File: config.mk
export PLATFORM = sky130hd
export DESIGN_NAME = ir_cfg_gate
export DESIGN_NICKNAME = d
export VERILOG_FILES = /design/src/rtl/ircfg_pkg.sv /design/src/rtl/ircfg_stage.sv /design/src/rtl/ircfg_commit.sv /design/src/rtl/ircfg_status.sv /design/src/rtl/ir_cfg_gate.sv
export SDC_FILE = /design/constraint.sdc
export NUM_CORES = 1
export LEC_CHECK = 0
export BUFFER_PORTS_ARGS = -buffer_cell sky130_fd_sc_hd__buf_2
export CAP_MARGIN = 20
export CORE_ASPECT_RATIO = 2
export CORE_MARGIN = 8
export CORE_UTILIZATION = 30
export CTS_CLUSTER_DIAMETER = 150
export CTS_CLUSTER_SIZE = 25
export DETAILED_ROUTE_END_ITERATION = 12
export PLACE_DENSITY_LB_ADDON = 0.3
export SKIP_LAST_GASP = 1
export SYNTH_ARGS = -nofsm -noshare
export SYNTH_HDL_FRONTEND = slang
export SYNTH_HIERARCHICAL = 1
export SYNTH_SLANG_ARGS = --single-unit
File: constraint.sdc
create_clock -name clk -period 3.2 [get_ports clk]
set_input_delay 0.16 -clock clk [delete_from_list [all_inputs] [get_ports clk]]
set_output_delay 0.16 -clock clk [all_outputs]
set_load 0.01 [all_outputs]
File: src/rtl/ircfg_pkg.sv
package ircfg_pkg;

    localparam int REG_W   = 16;
    localparam int BAUD_W  = 6;
    localparam int PLS_W   = 5;
    localparam int PRE_W   = 5;
    localparam int PHY_W   = BAUD_W + PLS_W + PRE_W;
    localparam int MODE_W  = 2;

    // register map
    localparam int ADR_CFG  = 0;
    localparam int ADR_EN   = 1;
    localparam int ADR_NPHY = 2;
    localparam int ADR_APHY = 3;

    // mode word bit positions
    localparam int CB_SIR   = 4;
    localparam int CB_MIR   = 5;
    localparam int CB_FIR   = 6;
    localparam int CB_CRC   = 7;
    localparam int CB_ENRX  = 11;
    localparam int CB_ENTX  = 12;
    localparam int CB_LOOP  = 14;

    // enable/status bit positions
    localparam int SB_EN    = 15;
    localparam int SB_ERR   = 14;
    localparam int SB_FIR   = 13;
    localparam int SB_MIR   = 12;
    localparam int SB_SIR   = 11;
    localparam int SB_TX    = 10;
    localparam int SB_RX    = 9;
    localparam int SB_CRC   = 8;

    typedef enum logic [MODE_W-1:0] {
        MODE_IDLE = 2'd0,
        MODE_SIR  = 2'd1,
        MODE_MIR  = 2'd2,
        MODE_FIR  = 2'd3
    } ir_mode_e;

    typedef struct packed {
        logic [BAUD_W-1:0] baud;
        logic [PLS_W-1:0]  pls;
        logic [PRE_W-1:0]  pre;
    } phy_word_t;

    typedef struct packed {
        logic crc16;
        logic fir;
        logic mir;
        logic sir;
    } enc_sel_t;

    typedef struct packed {
        logic err;
        logic fir_on;
        logic mir_on;
        logic sir_on;
        logic tx_st;
        logic rx_st;
        logic crc_on;
    } status_t;

    function automatic enc_sel_t cfg_to_sel(input logic [REG_W-1:0] w);
        enc_sel_t s;
        s.crc16 = w[CB_CRC];
        s.fir   = w[CB_FIR];
        s.mir   = w[CB_MIR];
        s.sir   = w[CB_SIR];
        return s;
    endfunction

    function automatic logic sel_conflict(input enc_sel_t s);
        return (s.sir & s.mir) | (s.sir & s.fir) | (s.mir & s.fir);
    endfunction

    function automatic logic [REG_W-1:0] status_word(input logic en, input status_t st);
        logic [REG_W-1:0] w;
        w = '0;
        w[SB_EN]  = en;
        w[SB_ERR] = st.err;
        w[SB_FIR] = st.fir_on;
        w[SB_MIR] = st.mir_on;
        w[SB_SIR] = st.sir_on;
        w[SB_TX]  = st.tx_st;
        w[SB_RX]  = st.rx_st;
        w[SB_CRC] = st.crc_on;
        return w;
    endfunction

endpackage

File: src/rtl/ircfg_stage.sv
module ircfg_stage
    import ircfg_pkg::*;
#(
    parameter int ADDR_W = 2
) (
    input  logic                 clk,
    input  logic                 rst,
    input  logic                 wr_en,
    input  logic [ADDR_W-1:0]    addr,
    input  logic [REG_W-1:0]     wdata,
    output logic [REG_W-1:0]     cfg_q,
    output phy_word_t            nphy_q,
    output logic                 en_q,
    output logic                 commit
);

    localparam logic [ADDR_W-1:0] A_CFG  = ADDR_W'(ADR_CFG);
    localparam logic [ADDR_W-1:0] A_EN   = ADDR_W'(ADR_EN);
    localparam logic [ADDR_W-1:0] A_NPHY = ADDR_W'(ADR_NPHY);

    logic wr_cfg, wr_en_reg, wr_nphy;

    always_comb begin
        wr_cfg    = wr_en && (addr == A_CFG);
        wr_en_reg = wr_en && (addr == A_EN);
        wr_nphy   = wr_en && (addr == A_NPHY);
        commit    = wr_en_reg && wdata[SB_EN] && !en_q;
    end

    always_ff @(posedge clk) begin
        if (rst) begin
            cfg_q  <= '0;
            nphy_q <= '0;
            en_q   <= 1'b0;
        end else begin
            if (wr_cfg)    cfg_q  <= wdata;
            if (wr_nphy)   nphy_q <= phy_word_t'(wdata);
            if (wr_en_reg) en_q   <= wdata[SB_EN];
        end
    end


    en_follows_write_chk: assert property (@(posedge clk) disable iff (rst)
        wr_en_reg |=> (en_q == $past(wdata[SB_EN])));


    cfg_hold_chk: assert property (@(posedge clk) disable iff (rst)
        !wr_cfg |=> $stable(cfg_q));

endmodule

File: src/rtl/ircfg_commit.sv
module ircfg_commit
    import ircfg_pkg::*;
(
    input  logic             clk,
    input  logic             rst,
    input  logic             commit,
    input  logic [REG_W-1:0] cfg_q,
    input  phy_word_t        nphy_q,
    output enc_sel_t         app_sel,
    output phy_word_t        app_phy
);

    always_ff @(posedge clk) begin
        if (rst) begin
            app_sel <= '0;
            app_phy <= '0;
        end else if (commit) begin
            app_sel <= cfg_to_sel(cfg_q);
            app_phy <= nphy_q;
        end
    end


    sel_hold_chk: assert property (@(posedge clk) disable iff (rst)
        !commit |=> $stable(app_sel));

endmodule

File: src/rtl/ircfg_status.sv
module ircfg_status
    import ircfg_pkg::*;
(
    input  logic      clk,
    input  logic      rst,
    input  logic      en_q,
    input  enc_sel_t  app_sel,
    input  logic      live_entx,
    input  logic      live_enrx,
    input  logic      live_loop,
    output status_t   st,
    output logic [MODE_W-1:0] mode
);

    logic conflict, run_ok;
    ir_mode_e mode_e;

    always_comb begin
        conflict  = sel_conflict(app_sel);
        run_ok    = en_q && !conflict;
        st.err    = en_q && conflict;
        st.fir_on = run_ok && app_sel.fir;
        st.mir_on = run_ok && app_sel.mir;
        st.sir_on = run_ok && app_sel.sir;
        st.crc_on = run_ok && app_sel.crc16;
        st.tx_st  = live_entx;
        st.rx_st  = live_enrx && (!live_entx || live_loop);
        if (!run_ok)          mode_e = MODE_IDLE;
        else if (app_sel.sir) mode_e = MODE_SIR;
        else if (app_sel.mir) mode_e = MODE_MIR;
        else if (app_sel.fir) mode_e = MODE_FIR;
        else                  mode_e = MODE_IDLE;
        mode = mode_e;
    end


    one_mode_chk: assert property (@(posedge clk) disable iff (rst)
        $onehot0({st.fir_on, st.mir_on, st.sir_on}));


    err_quiet_chk: assert property (@(posedge clk) disable iff (rst)
        st.err |-> (mode == MODE_W'(MODE_IDLE)) && !st.crc_on);


    off_quiet_chk: assert property (@(posedge clk) disable iff (rst)
        !en_q |-> ({st.err, st.fir_on, st.mir_on, st.sir_on, st.crc_on} == 5'b0));

endmodule

File: src/rtl/ir_cfg_gate.sv
module ir_cfg_gate
    import ircfg_pkg::*;
#(
    parameter int ADDR_W = 2
) (
    input  logic              clk,
    input  logic              rst,
    input  logic              reg_wr,
    input  logic [ADDR_W-1:0] reg_addr,
    input  logic [15:0]       reg_wdata,
    output logic [15:0]       reg_rdata,
    output logic [1:0]        mode_o,
    output logic              crc16_o,
    output logic [5:0]        baud_o,
    output logic [4:0]        pulse_w_o,
    output logic [4:0]        preamble_o,
    output logic              tx_on_o,
    output logic              rx_on_o
);

    logic [REG_W-1:0] cfg_q;
    phy_word_t        nphy_q;
    phy_word_t        app_phy;
    enc_sel_t         app_sel;
    status_t          st;
    logic             en_q;
    logic             commit;
    logic [MODE_W-1:0] mode;

    ircfg_stage #(.ADDR_W(ADDR_W)) stage_i (
        .clk    (clk),
        .rst    (rst),
        .wr_en  (reg_wr),
        .addr   (reg_addr),
        .wdata  (reg_wdata),
        .cfg_q  (cfg_q),
        .nphy_q (nphy_q),
        .en_q   (en_q),
        .commit (commit)
    );

    ircfg_commit commit_i (
        .clk     (clk),
        .rst     (rst),
        .commit  (commit),
        .cfg_q   (cfg_q),
        .nphy_q  (nphy_q),
        .app_sel (app_sel),
        .app_phy (app_phy)
    );

    ircfg_status status_i (
        .clk       (clk),
        .rst       (rst),
        .en_q      (en_q),
        .app_sel   (app_sel),
        .live_entx (cfg_q[CB_ENTX]),
        .live_enrx (cfg_q[CB_ENRX]),
        .live_loop (cfg_q[CB_LOOP]),
        .st        (st),
        .mode      (mode)
    );

    always_comb begin
        unique case (reg_addr)
            ADDR_W'(ADR_CFG):  reg_rdata = cfg_q;
            ADDR_W'(ADR_EN):   reg_rdata = status_word(en_q, st);
            ADDR_W'(ADR_NPHY): reg_rdata = nphy_q;
            ADDR_W'(ADR_APHY): reg_rdata = app_phy;
            default:           reg_rdata = '0;
        endcase
    end

    assign mode_o     = mode;
    assign crc16_o    = st.crc_on;
    assign baud_o     = app_phy.baud;
    assign pulse_w_o  = app_phy.pls;
    assign preamble_o = app_phy.pre;
    assign tx_on_o    = st.tx_st;
    assign rx_on_o    = st.rx_st;


    phy_commit_chk: assert property (@(posedge clk) disable iff (rst)
        $rose(en_q) |-> (app_phy == $past(nphy_q)));


    phy_hold_chk: assert property (@(posedge clk) disable iff (rst)
        !$rose(en_q) |-> $stable(app_phy));


    rx_block_chk: assert property (@(posedge clk) disable iff (rst)
        (tx_on_o && !cfg_q[CB_LOOP]) |-> !rx_on_o);

endmodule

==> impl_results.md <==
- Outcome: finished clean
- CTS clk-pin slew, worst paths: 0.07 ns
- Root buffer cell: clkbuf_16
- Synth area leaders: dfxtp_1 41%, mux2i_1 23%, nand2b_1 12%, mux4_1 7.0%, nor2_1 3.3%
- Rel. slew slack: 0.356
- Overall Global Routing Usage: 0.112
- Share of the synthesized area in the top cell type: 0.406
- Slew @ Worst Pin: 0.965 ns
- Most common cell after layout, fill and taps aside: mux2i_1
- # DRC: 0
- Starting Density: 0.306
- Clk_lat worst skew: 0.29 ns
- Share of cells above drive strength 1: 0.244
- P_sw: 0.305 mW
- Commonest non-fill, non-tap cells in the layout: 61 x mux2i_1, 57 x buf_2, 53 x dfxtp_1
- #FFs+latches synth: 53
- Pint: 1.04 mW
- Sw Ratio: 0.227
- DPL Wire Length: 4.59 mm
- Sequential area share after synthesis: 0.406
- Routed Antenna Nets: 0
- Final Cycle Share: 0.604
- Core Box Area: 0.00853 mm^2
- Fin. max-slew vios: 0
- Ant diodes: 0
- # IOs: 58
- Peak VDD IR: 302 uV
- Cell taking the most area after synthesis: dfxtp_1
- Max-cap violations: 0
- # Post-CTS Setup Buffers: 0
- TritonCTS Sinks: 53
- DR vias: 1855
- Via density: 4.79
- Achievable clock frequency: 517 MHz
- DRT Wirelength: 6.46 mm
- H-tree depth: 2
- Pre-CTS WS: 1.41 ns
- Clk pwr share: 0.400
- Worst EP arrival: 1.77 ns
- WL/cell: 16.7 um
- Vias in the first global route: 1954
- # resized after CTS: 0
- IO Port Bufs: 57
- Total die area: 0.0121 mm^2
- Die Width: 82.0 um
- Global-route wire length before repair: 10.2 mm
- CTS tree: done
- Initial DRT Pass Iterations: 4
- Area Growth Syn to Fin: 17.1%
- Synth Warn #: 6
- WS Path Type: register to primary output
- Remaining Overflow, GRT: 0
- Flop pwr share: 0.511
- Cells after Synth: 240
- PwrDens: 439 mW/mm^2
- Worst-path maximum fanout: 6
- Static Leak: 1.34 nW
- Clock buffer depth: 2
- DRT iter0 DRCs: 104
- Final #Nets: 308
- Synth Cell Area: 0.00261 mm^2
- CP endpoint kind: primary output
- RSZ-0062 raised after global routing: false
- Finish-stage setup viols: 0
- Synth unique cells: 25
- Number of cell rows: 48
- Largest net degree at the start of global routing: 70
- Post-Syn Nets: 261
- Critical path required time: 3.04 ns
- Post-layout min period: 1.93 ns
- Antenna violations before repair: 0
- HP Class: input pin to register
- Setup crit start kind: register
- Worst Skew: 0.00419 ns
- Hold_buf cts: 0
- Gp weighted congestion: 0.701
- Setup_tns: 0 ns
- Final WS setup: 1.27 ns
- Final Hold Viols: 0
- Num CTS Buffers: 5
- Logic pwr share: 0.089
- Syn Area/Cell: 10.9 um^2
- Die Y: 148 um
==> critical path: stages (launching register included) <==
cell     delay (ns)
dfxtp_1        0.37
maj3_2         0.33
and2_1         0.16
mux4_1         0.48
buf_2          0.15
==> Yosys cell counts (all sizes together) <==
| cell type | instances |
|---|---|
| mux2i | 61 |
| and2 | 2 |
| or3b | 1 |
| a21boi | 1 |
| nand3b | 2 |
| buf | 12 |
| xnor2 | 1 |
| a21oi | 1 |
| maj3 | 1 |
| nand2 | 1 |
| mux4 | 8 |
| nor2 | 23 |
| dfxtp | 53 |
| and3b | 1 |
| and4bb | 1 |
| o2bb2ai | 8 |
| inv | 1 |
| nand2b | 52 |
| nor3b | 3 |
| clkbuf | 7 |
==> final timing paths <==
| path | end | cells past startpoint | from | slack, ns |
|---|---|---|---|---|
| worst max-delay path | reg_rdata[14] | 4 | commit_i/app_sel[2]$_SDFFE_PP0P_ | 1.27 |
| worst min-delay path | stage_i/nphy_q[5]$_SDFFE_PP0P_ | 3 | reg_wdata[5] | 0.15 |
| worst max register to register | commit_i/app_phy[9]$_SDFFE_PP0P_ | 4 | stage_i/en_q$_SDFFE_PP0P_ | 1.91 |
| worst min register to register | stage_i/cfg_q[0]$_SDFFE_PP0P_ | 2 | stage_i/cfg_q[0]$_SDFFE_PP0P_ | 0.47 |
==> cell type report <==
cell class / instances / area, um^2
timing repair buffer: 59 / 300
tap: 100 / 125
fill: 900 / 5470
inverter: 1 / 3.75
multi-input combinational: 167 / 1430
sequential: 53 / 1060
clock buffer: 7 / 143
==> power by group through the flow <==
stage / Sequential [mW] / Combinational, mW / Clock [mW]
3_5_place_dp: 0.702 / 0.122 / 0
2_1_floorplan: 0.698 / 0.0889 / 0
6_report: 0.687 / 0.119 / 0.538
5_1_grt: 0.689 / 0.130 / 0.584
3_3_place_gp: 0.702 / 0.121 / 0
4_1_cts: 0.687 / 0.122 / 0.556
==> state kept, by name, summed over array words and instances (netlist names) <==
name              flops
commit_i/app_phy     16
commit_i/app_sel      4
stage_i/nphy_q       16
stage_i/en_q          1
stage_i/cfg_q        16
==> per-stage QoR <==
stage	hold WS [ns]	instance area [um^2]	power, mW	util	std cells
finish	0.152	3060	1.34	0.359	387
detailed placement	0.456	2920	0.824	0.342	380
CTS	0.147	3060	1.36	0.359	387
floorplan	0.336	2610	0.787	-	240
global placement	0.453	2920	0.823	0.342	380
global route	0.159	3060	1.40	0.359	387
==> routing by layer <==
metal | global-route usage | wire length (um) | up-vias
li1 | - | - | 929
met1 | 0.120 | 2570 | 869
met2 | 0.192 | 3370 | 48
met3 | 0.0243 | 339 | 9
met4 | 0.0602 | 185 | 0
met5 | 0 | 0 | -
==> cells by family (layout without fill, tap and decap cells) <==
| group | after synthesis | after routing | synth area share |
|---|---|---|---|
| simple gates | 86 | 86 | 0.192 |
| mux | 69 | 69 | 0.313 |
| flops | 53 | 53 | 0.406 |
| buf+inv | 20 | 67 | 0.0498 |
| compound gates | 10 | 10 | 0.0316 |
| fa+ha+maj | 1 | 1 | 0.00431 |
| xor+xnor | 1 | 1 | 0.00335 |
Power figures use the tool's default switching activity.
